===== src/rtl/aai_pkg.sv =====
package aai_pkg;
  localparam int BYTE_W = 8;
  localparam logic [BYTE_W-1:0] OP_AAI    = 8'hAD;
  localparam logic [BYTE_W-1:0] OP_WRDI   = 8'h04;
  localparam logic [BYTE_W-1:0] OP_RDSR   = 8'h05;
  localparam logic [BYTE_W-1:0] OP_HW_ON  = 8'h70;
  localparam logic [BYTE_W-1:0] OP_HW_OFF = 8'h80;
endpackage


===== src/rtl/aai_frame_rx.sv =====
module aai_frame_rx
  import aai_pkg::*;
#(
  parameter int ADDR_W = 24,
  localparam int AB    = ADDR_W / 8,
  localparam int MAXB  = AB + 3,
  localparam int CNT_W = $clog2(MAXB + 1)
) (
  input  logic              clk_i,
  input  logic              rst_ni,
  input  logic              cs_fall_i,
  input  logic              byte_vld_i,
  input  logic [BYTE_W-1:0] byte_i,
  input  logic              in_sess_i,
  output logic [BYTE_W-1:0] op_o,
  output logic [CNT_W-1:0]  nbyte_o,
  output logic [ADDR_W-1:0] addr_o,
  output logic [BYTE_W-1:0] d0_o,
  output logic [BYTE_W-1:0] d1_o
);
  localparam logic [CNT_W-1:0] MAX_N    = CNT_W'(MAXB);
  localparam logic [CNT_W-1:0] LAST_A   = CNT_W'(AB);
  localparam logic [CNT_W-1:0] D0_FIRST = CNT_W'(AB + 1);
  localparam logic [CNT_W-1:0] D0_SESS  = CNT_W'(1);

  logic [CNT_W-1:0] n_q, d0_idx;

  // data position depends on whether an address is expected
  assign d0_idx  = in_sess_i ? D0_SESS : D0_FIRST;
  assign nbyte_o = n_q;

  always_ff @(posedge clk_i or negedge rst_ni) begin
    if (!rst_ni) begin
      n_q    <= '0;
      op_o   <= '0;
      addr_o <= '0;
      d0_o   <= '0;
      d1_o   <= '0;
    end else if (cs_fall_i) begin
      n_q <= '0;
    end else if (byte_vld_i) begin
      if (n_q == '0) op_o <= byte_i;
      if (!in_sess_i && n_q != '0 && n_q <= LAST_A)
        addr_o <= {addr_o[ADDR_W-BYTE_W-1:0], byte_i};
      if (n_q == d0_idx) d0_o <= byte_i;
      if (n_q == d0_idx + CNT_W'(1)) d1_o <= byte_i;
      if (n_q != MAX_N) n_q <= n_q + CNT_W'(1);
    end
  end
endmodule


===== src/rtl/aai_prog_timer.sv =====
module aai_prog_timer
  import aai_pkg::*;
#(
  parameter int ADDR_W   = 24,
  parameter int PROG_CYC = 16,
  localparam int CNT_W   = (PROG_CYC > 2) ? $clog2(PROG_CYC) : 1
) (
  input  logic              clk_i,
  input  logic              rst_ni,
  input  logic              start_i,
  input  logic [ADDR_W-1:0] addr_i,
  input  logic [BYTE_W-1:0] d0_i,
  input  logic [BYTE_W-1:0] d1_i,
  output logic              busy_o,
  output logic              done_o,
  output logic              wr_en_o,
  output logic [ADDR_W-1:0] wr_addr_o,
  output logic [BYTE_W-1:0] wr_data_o
);
  localparam logic [CNT_W-1:0] LAST  = CNT_W'(PROG_CYC - 1);
  localparam logic [CNT_W-1:0] LAST2 = CNT_W'(PROG_CYC - 2);

  logic              busy_q;
  logic [CNT_W-1:0]  cnt_q;
  logic [ADDR_W-1:0] a_q;
  logic [BYTE_W-1:0] d0_q, d1_q;

  always_ff @(posedge clk_i or negedge rst_ni) begin
    if (!rst_ni) begin
      busy_q <= 1'b0;
      cnt_q  <= '0;
      a_q    <= '0;
      d0_q   <= '0;
      d1_q   <= '0;
    end else if (start_i) begin
      busy_q <= 1'b1;
      cnt_q  <= LAST;
      a_q    <= addr_i;
      d0_q   <= d0_i;
      d1_q   <= d1_i;
    end else if (busy_q) begin
      if (cnt_q == '0) busy_q <= 1'b0;
      else             cnt_q  <= cnt_q - CNT_W'(1);
    end
  end

  assign busy_o    = busy_q;
  assign done_o    = busy_q && cnt_q == '0;
  assign wr_en_o   = busy_q && (cnt_q == LAST || cnt_q == LAST2);
  assign wr_addr_o = {a_q[ADDR_W-1:1], cnt_q != LAST};
  assign wr_data_o = (cnt_q == LAST) ? d0_q : d1_q;

  AST_START_IDLE: assert property (@(posedge clk_i) disable iff (!rst_ni)
    start_i |-> !busy_q);
  AST_PAIR_ORDER: assert property (@(posedge clk_i) disable iff (!rst_ni)
    (wr_en_o && !wr_addr_o[0]) |=>
      (wr_en_o && wr_addr_o[0] && wr_addr_o[ADDR_W-1:1] == $past(wr_addr_o[ADDR_W-1:1])));
endmodule


===== src/rtl/aai_mode_ctl.sv =====
module aai_mode_ctl
  import aai_pkg::*;
#(
  parameter int ADDR_W = 24,
  parameter int CNT_W  = 3,
  localparam int AB    = ADDR_W / 8
) (
  input  logic              clk_i,
  input  logic              rst_ni,
  input  logic              cs_fall_i,
  input  logic              cs_rise_i,
  input  logic [BYTE_W-1:0] op_i,
  input  logic [CNT_W-1:0]  nbyte_i,
  input  logic [ADDR_W-1:0] addr_i,
  input  logic              wel_i,
  input  logic              prot_i,
  input  logic              busy_i,
  input  logic              done_i,
  output logic              aai_o,
  output logic              hw_o,
  output logic              busy_all_o,
  output logic              start_o,
  output logic [ADDR_W-1:0] start_addr_o,
  output logic [ADDR_W-1:0] tgt_addr_o,
  output logic              wel_clr_o,
  output logic              cmd_block_o,
  output logic              so_o,
  output logic              so_oe_o
);
  localparam logic [CNT_W-1:0] N_SESS  = CNT_W'(3);
  localparam logic [CNT_W-1:0] N_FIRST = CNT_W'(AB + 3);

  logic              aai_q, hw_q, cs_act_q, chk_q, wrap_q;
  logic [ADDR_W-1:0] ptr_q;
  logic              cmd_end, has_op, full, sess_end, allowed;

  assign busy_all_o = busy_i | chk_q;
  assign cmd_end    = cs_rise_i & cs_act_q;
  assign has_op     = nbyte_i != '0;
  assign full       = nbyte_i >= (aai_q ? N_SESS : N_FIRST);
  assign tgt_addr_o = aai_q ? ptr_q : addr_i;
  assign start_addr_o = {tgt_addr_o[ADDR_W-1:1], 1'b0};
  assign start_o    = cmd_end && op_i == OP_AAI && full && wel_i &&
                      !busy_all_o && (aai_q || !prot_i);
  // limit reached: next word protected or pointer wrapped
  assign sess_end   = chk_q && aai_q && (wrap_q || prot_i);
  assign wel_clr_o  = sess_end;

  assign allowed = op_i == OP_AAI || op_i == OP_WRDI || (op_i == OP_RDSR && !hw_q);
  assign cmd_block_o = aai_q && cs_act_q && has_op && !allowed;
  assign so_oe_o = hw_q && aai_q && cs_act_q;
  assign so_o    = !busy_all_o;
  assign aai_o   = aai_q;
  assign hw_o    = hw_q;

  always_ff @(posedge clk_i or negedge rst_ni) begin
    if (!rst_ni) begin
      aai_q    <= 1'b0;
      hw_q     <= 1'b0;
      cs_act_q <= 1'b0;
      chk_q    <= 1'b0;
      wrap_q   <= 1'b0;
      ptr_q    <= '0;
    end else begin
      if (cs_fall_i)      cs_act_q <= 1'b1;
      else if (cs_rise_i) cs_act_q <= 1'b0;
      chk_q <= done_i;
      if (start_o) begin
        aai_q <= 1'b1;
        ptr_q <= start_addr_o;
      end else if (done_i) begin
        ptr_q  <= ptr_q + ADDR_W'(2);
        wrap_q <= &ptr_q[ADDR_W-1:1];
      end
      if (sess_end || (cmd_end && has_op && op_i == OP_WRDI)) aai_q <= 1'b0;
      if (cmd_end && has_op && !aai_q) begin
        if (op_i == OP_HW_ON)  hw_q <= 1'b1;
        if (op_i == OP_HW_OFF) hw_q <= 1'b0;
      end
    end
  end

  AST_HW_LOCKED: assert property (@(posedge clk_i) disable iff (!rst_ni)
    aai_q |=> $stable(hw_q));
  AST_PTR_STEP: assert property (@(posedge clk_i) disable iff (!rst_ni)
    aai_q |=> (ptr_q == $past(ptr_q) || ptr_q == $past(ptr_q) + ADDR_W'(2)));
  AST_END_CLEARS: assert property (@(posedge clk_i) disable iff (!rst_ni)
    wel_clr_o |=> !aai_q);
  AST_OPEN_NEEDS_WEL: assert property (@(posedge clk_i) disable iff (!rst_ni)
    $rose(aai_q) |-> ($past(wel_i) && !$past(busy_all_o)));
endmodule


===== src/rtl/aai_word_seq.sv =====
module aai_word_seq
  import aai_pkg::*;
#(
  parameter int ADDR_W   = 24,
  parameter int PROG_CYC = 16,
  localparam int CNT_W   = $clog2(ADDR_W / 8 + 4)
) (
  input  logic              clk_i,
  input  logic              rst_ni,
  input  logic              cs_fall_i,
  input  logic              cs_rise_i,
  input  logic              byte_vld_i,
  input  logic [7:0]        byte_i,
  input  logic              wel_i,
  input  logic              prot_i,
  output logic [ADDR_W-1:0] tgt_addr_o,
  output logic              aai_o,
  output logic              hw_mode_o,
  output logic              busy_o,
  output logic              cmd_block_o,
  output logic              wr_en_o,
  output logic [ADDR_W-1:0] wr_addr_o,
  output logic [7:0]        wr_data_o,
  output logic              wel_clr_o,
  output logic              so_o,
  output logic              so_oe_o
);
  logic [BYTE_W-1:0] op, d0, d1;
  logic [CNT_W-1:0]  nbyte;
  logic [ADDR_W-1:0] frm_addr, start_addr;
  logic              start, done, tmr_busy, aai;

  assign aai_o = aai;

  aai_frame_rx #(.ADDR_W(ADDR_W)) u_rx (
    .clk_i, .rst_ni, .cs_fall_i, .byte_vld_i, .byte_i,
    .in_sess_i(aai), .op_o(op), .nbyte_o(nbyte), .addr_o(frm_addr),
    .d0_o(d0), .d1_o(d1)
  );

  aai_prog_timer #(.ADDR_W(ADDR_W), .PROG_CYC(PROG_CYC)) u_tmr (
    .clk_i, .rst_ni, .start_i(start), .addr_i(start_addr), .d0_i(d0), .d1_i(d1),
    .busy_o(tmr_busy), .done_o(done), .wr_en_o, .wr_addr_o, .wr_data_o
  );

  aai_mode_ctl #(.ADDR_W(ADDR_W), .CNT_W(CNT_W)) u_ctl (
    .clk_i, .rst_ni, .cs_fall_i, .cs_rise_i, .op_i(op), .nbyte_i(nbyte),
    .addr_i(frm_addr), .wel_i, .prot_i, .busy_i(tmr_busy), .done_i(done),
    .aai_o(aai), .hw_o(hw_mode_o), .busy_all_o(busy_o), .start_o(start),
    .start_addr_o(start_addr), .tgt_addr_o, .wel_clr_o, .cmd_block_o,
    .so_o, .so_oe_o
  );
endmodule


===== config.mk =====
export PLATFORM = sky130hd
export DESIGN_NAME = aai_word_seq
export DESIGN_NICKNAME = d
export VERILOG_FILES = /design/src/rtl/aai_pkg.sv /design/src/rtl/aai_frame_rx.sv /design/src/rtl/aai_prog_timer.sv /design/src/rtl/aai_mode_ctl.sv /design/src/rtl/aai_word_seq.sv
export SDC_FILE = /design/constraint.sdc
export NUM_CORES = 1
export LEC_CHECK = 0
export BUFFER_PORTS_ARGS = -buffer_cell sky130_fd_sc_hd__buf_4
export CAP_MARGIN = 20
export CELL_PAD_IN_SITES_DETAIL_PLACEMENT = 0
export CELL_PAD_IN_SITES_GLOBAL_PLACEMENT = 1
export CORE_MARGIN = 4
export CORE_UTILIZATION = 25
export DETAILED_ROUTE_END_ITERATION = 8
export MAX_ROUTING_LAYER = met4
export PLACE_DENSITY = 0.48
export SKIP_LAST_GASP = 1
export SYNTH_ARGS = -nofsm -noshare
export SYNTH_HDL_FRONTEND = slang
export SYNTH_SLANG_ARGS = --single-unit

===== constraint.sdc =====
create_clock -name clk_i -period 2.6 [get_ports clk_i]
set_input_delay 0.65 -clock clk_i [delete_from_list [all_inputs] [get_ports clk_i]]
set_output_delay 0.65 -clock clk_i [all_outputs]
set_load 0.005 [all_outputs]

==> results_dict.tcl <==
set metrics [dict create \
    crit_path_start "u_rx.nbyte_o[1]$_DFFE_PN0P_" \
    fmax_ghz 0.3976 \
    cts.clk_slew.worst_paths_ps 60 \
    required_ps 1950 \
    postSynthAreaPerCell_um2 10.87 \
    path_cells "inv_1, ha_1, nor2b_1, nor4_2, buf_4" \
    grt_start_max_net_pins 56 \
    fin_crit_sh_pct 96.75 \
    dr.pass1.iters 4 \
    io_buffers 78 \
    ff2ff_path_depth 7 \
    rsz0062_at_grt "false" \
    postSynth.asyncResetShare_pct 100.0 \
    cpPeakStageDelay_ps 500 \
    grt_pass1_vias 4371 \
    first_iter_violations 156 \
    r2r-end "u_ctl.ptr_q[1]$_DFFE_PN0P_" \
    fin_crit_ps 2515 \
    cts_buffers 17 \
    syn_inst 539 \
    synth-edff-count 0 \
    cpMaxStageDelayCell "dfrtp_1" \
    dominantRegCellSynth "dfrtp_1" \
    num_vias 4301 \
    start_util_pct 25.65 \
    total_power_mw 6.020 \
    cts_tree "built" \
    r2r_slack_ps 200 \
    synth_seq_cells 123 \
    worstMarginPinSlew_ps 670.8 \
    routed_via_density 4.462 \
    crit_type "register to primary output" \
    grt_pass1_wl_um 25370 \
    clockRootBuffer "clkbuf_16" \
    wire_per_inst_um 16.55 \
    timing.rr.start "u_rx.nbyte_o[0]$_DFFE_PN0P_" \
    maxCapViolCount 0 \
    end_kind "primary output" \
    grt_antenna_before_repair 0 \
    irDropWorstVdd_uv 383.0 \
    die_x_um 161.1 \
    worst_clock_skew_ps 16.52 \
    drv_slew 0 \
    grt_overflow 0 \
    ys_types 50 \
    hp-class "primary input to asynchronous set/reset pin" \
    finalHoldViolations 0 \
    outcome "complete, no violations" \
    area_growth_pct 29.70 \
    start_kind "register" \
    htree_levels 4 \
    grt.total_usage_pct 12.97 \
    drt_wl_total_um 15960 \
    setup_viol 0 \
    final.setup.tns_ps 0 \
    boundaryPins 79 \
    critical_path_arrival_ps 1870 \
    dp_hpwl_um 11720 \
    num_antenna_cells 0 \
    synth_area_um2 5861 \
    relSlewSlack_pct 55.28 \
    synthesis.nets 565 \
    rows 55 \
    coreArea_um2 22850 \
    clk_path_buf_depth 2 \
    clk_latency_ps 420 \
    dieArea_um2 25960 \
    post-route-util_pct 33.27 \
    yosysWarnings 0 \
    clock-sinks 123 \
    p_leak_nw 3.691 \
    p_per_area_nw_per_um2 791.9 \
    place_congestion 0.8137 \
    fin_nets 664 \
    drive_gt1_share_pct 35.02 \
    detail-route-antenna-nets 0 \
    drc 0 \
    crit_fanout 7 \
    die_h_um 161.1 \
    ys_seq_area_share_pct 52.52 \
]
routing by layer:
layer	vias up	GRT usage [%]	share of wire, %
met2	65	19.90	48
met5	-	-	0
met3	7	3.036	3.3
li1	2069	-	-
met1	2160	17.25	48
met4	0	3.722	0.76
sequential cells by signal, indices dropped and copies added, names as in the netlist, 3 cells and up:
| register | count |
|---|---|
| u_rx.d0_o | 8 |
| u_rx.nbyte_o | 3 |
| u_ctl.ptr_q | 23 |
| u_rx.addr_o | 24 |
| u_tmr.cnt_q | 4 |
| u_rx.op_o | 8 |
| u_rx.d1_o | 8 |
| u_tmr.d1_q | 8 |
| u_tmr.a_q | 23 |
| u_tmr.d0_q | 8 |
metrics by stage:
| step | hold slack [ps] | instances | setup WS, ps | instance area, um2 |
|---|---|---|---|---|
| floorplan | 354.4 | 539 | 495.0 | 5861 |
| finish | 270.1 | 964 | 84.61 | 7601 |
| global placement | 444.8 | 930 | 260.3 | 6903 |
| global route | 309.7 | 964 | 9.576 | 7601 |
| detailed placement | 455.9 | 930 | 205.5 | 6903 |
| CTS | 283.5 | 962 | 11.17 | 7576 |
report_power, final:
part	total (mW)	switching (mW)	internal (mW)
combinational	1.01	0.432	0.575
clock	2.64	0.876	1.76
sequential	2.38	0.227	2.15
total	6.02	1.54	4.48
layout by cell type (no fill, tap or decap), types with 4 or more instances in the layout:
cell type,count
nor4_1,4
xor2_1,5
mux2i_1,6
nor2_1,78
and3_1,5
xnor2_1,9
dfrtp_1,123
o21ai_0,7
bufinv_16,5
clkbuf_16,17
ha_1,11
nand2_1,68
nand4_1,9
clkinv_4,5
nor3_1,6
inv_1,17
or3_1,4
buf_4,100
and4_1,4
a21oi_1,22
mux2_2,76
nand3_1,16
worst max-delay path by stage:
stage | cells past startpoint | end
3_3_place_gp | 8 | u_tmr.d0_q[7]$_DFFE_PN0P_
6_report | 5 | cmd_block_o
3_5_place_dp | 8 | u_tmr.a_q[23]$_DFFE_PN0P_
5_1_grt | 5 | cmd_block_o
4_1_cts | 5 | cmd_block_o
2_1_floorplan | 4 | tgt_addr_o[22]
Yosys cell counts (7+ instances only):
| cell type | number | share of area (%) |
|---|---|---|
| ha_1 | 11 | 2.3 |
| mux2_2 | 76 | 15 |
| buf_2 | 10 | 0.85 |
| nand2_1 | 68 | 4.4 |
| o21ai_0 | 7 | 0.60 |
| clkbuf_1 | 7 | 0.45 |
| nor2_1 | 78 | 5.0 |
| xnor2_1 | 9 | 1.3 |
| dfrtp_1 | 123 | 53 |
| nand4_1 | 9 | 0.96 |
| nand3_1 | 17 | 1.5 |
| inv_1 | 17 | 1.1 |
| a21oi_1 | 22 | 1.9 |
cell families after synthesis:
kind of cell	share of synthesized area [%]
compound gates	6.149
xor+xnor	2.092
fa+ha+maj	2.348
buf+inv	3.416
flops	52.52
mux	15.63
simple gates	17.85
final cells by class:
type                            instances  area (um2)
Fill cell                            2402       15250
Timing Repair Buffer                  103       802.0
Tap cell                              313       391.6
Multi-Input combinational cell        376        2597
Inverter                               17       63.81
Clock buffer                           19       452.9
Clock inverter                         13       215.2
Sequential cell                       123        3078
critical path: cells and delay by family (launching register included):
| family | cells | cell delay (ps) |
|---|---|---|
| adders and majority gates | 1 | 190 |
| buffers and inverters | 2 | 270 |
| DFF | 1 | 500 |
| and+or+nand+nor | 2 | 490 |
repair_timing:
| action | 4_1_cts | 5_1_grt |
|---|---|---|
| hold buffers | 0 | 0 |
| endpoints found under the setup margin | 8 | 4 |
| pin swaps | 0 | 1 |
| resized for setup | 1 | 2 |
| setup buffers | 0 | 2 |
| hold endpoints to repair | 0 | 0 |
No activity file was read; power rests on OpenSTA's default activity.
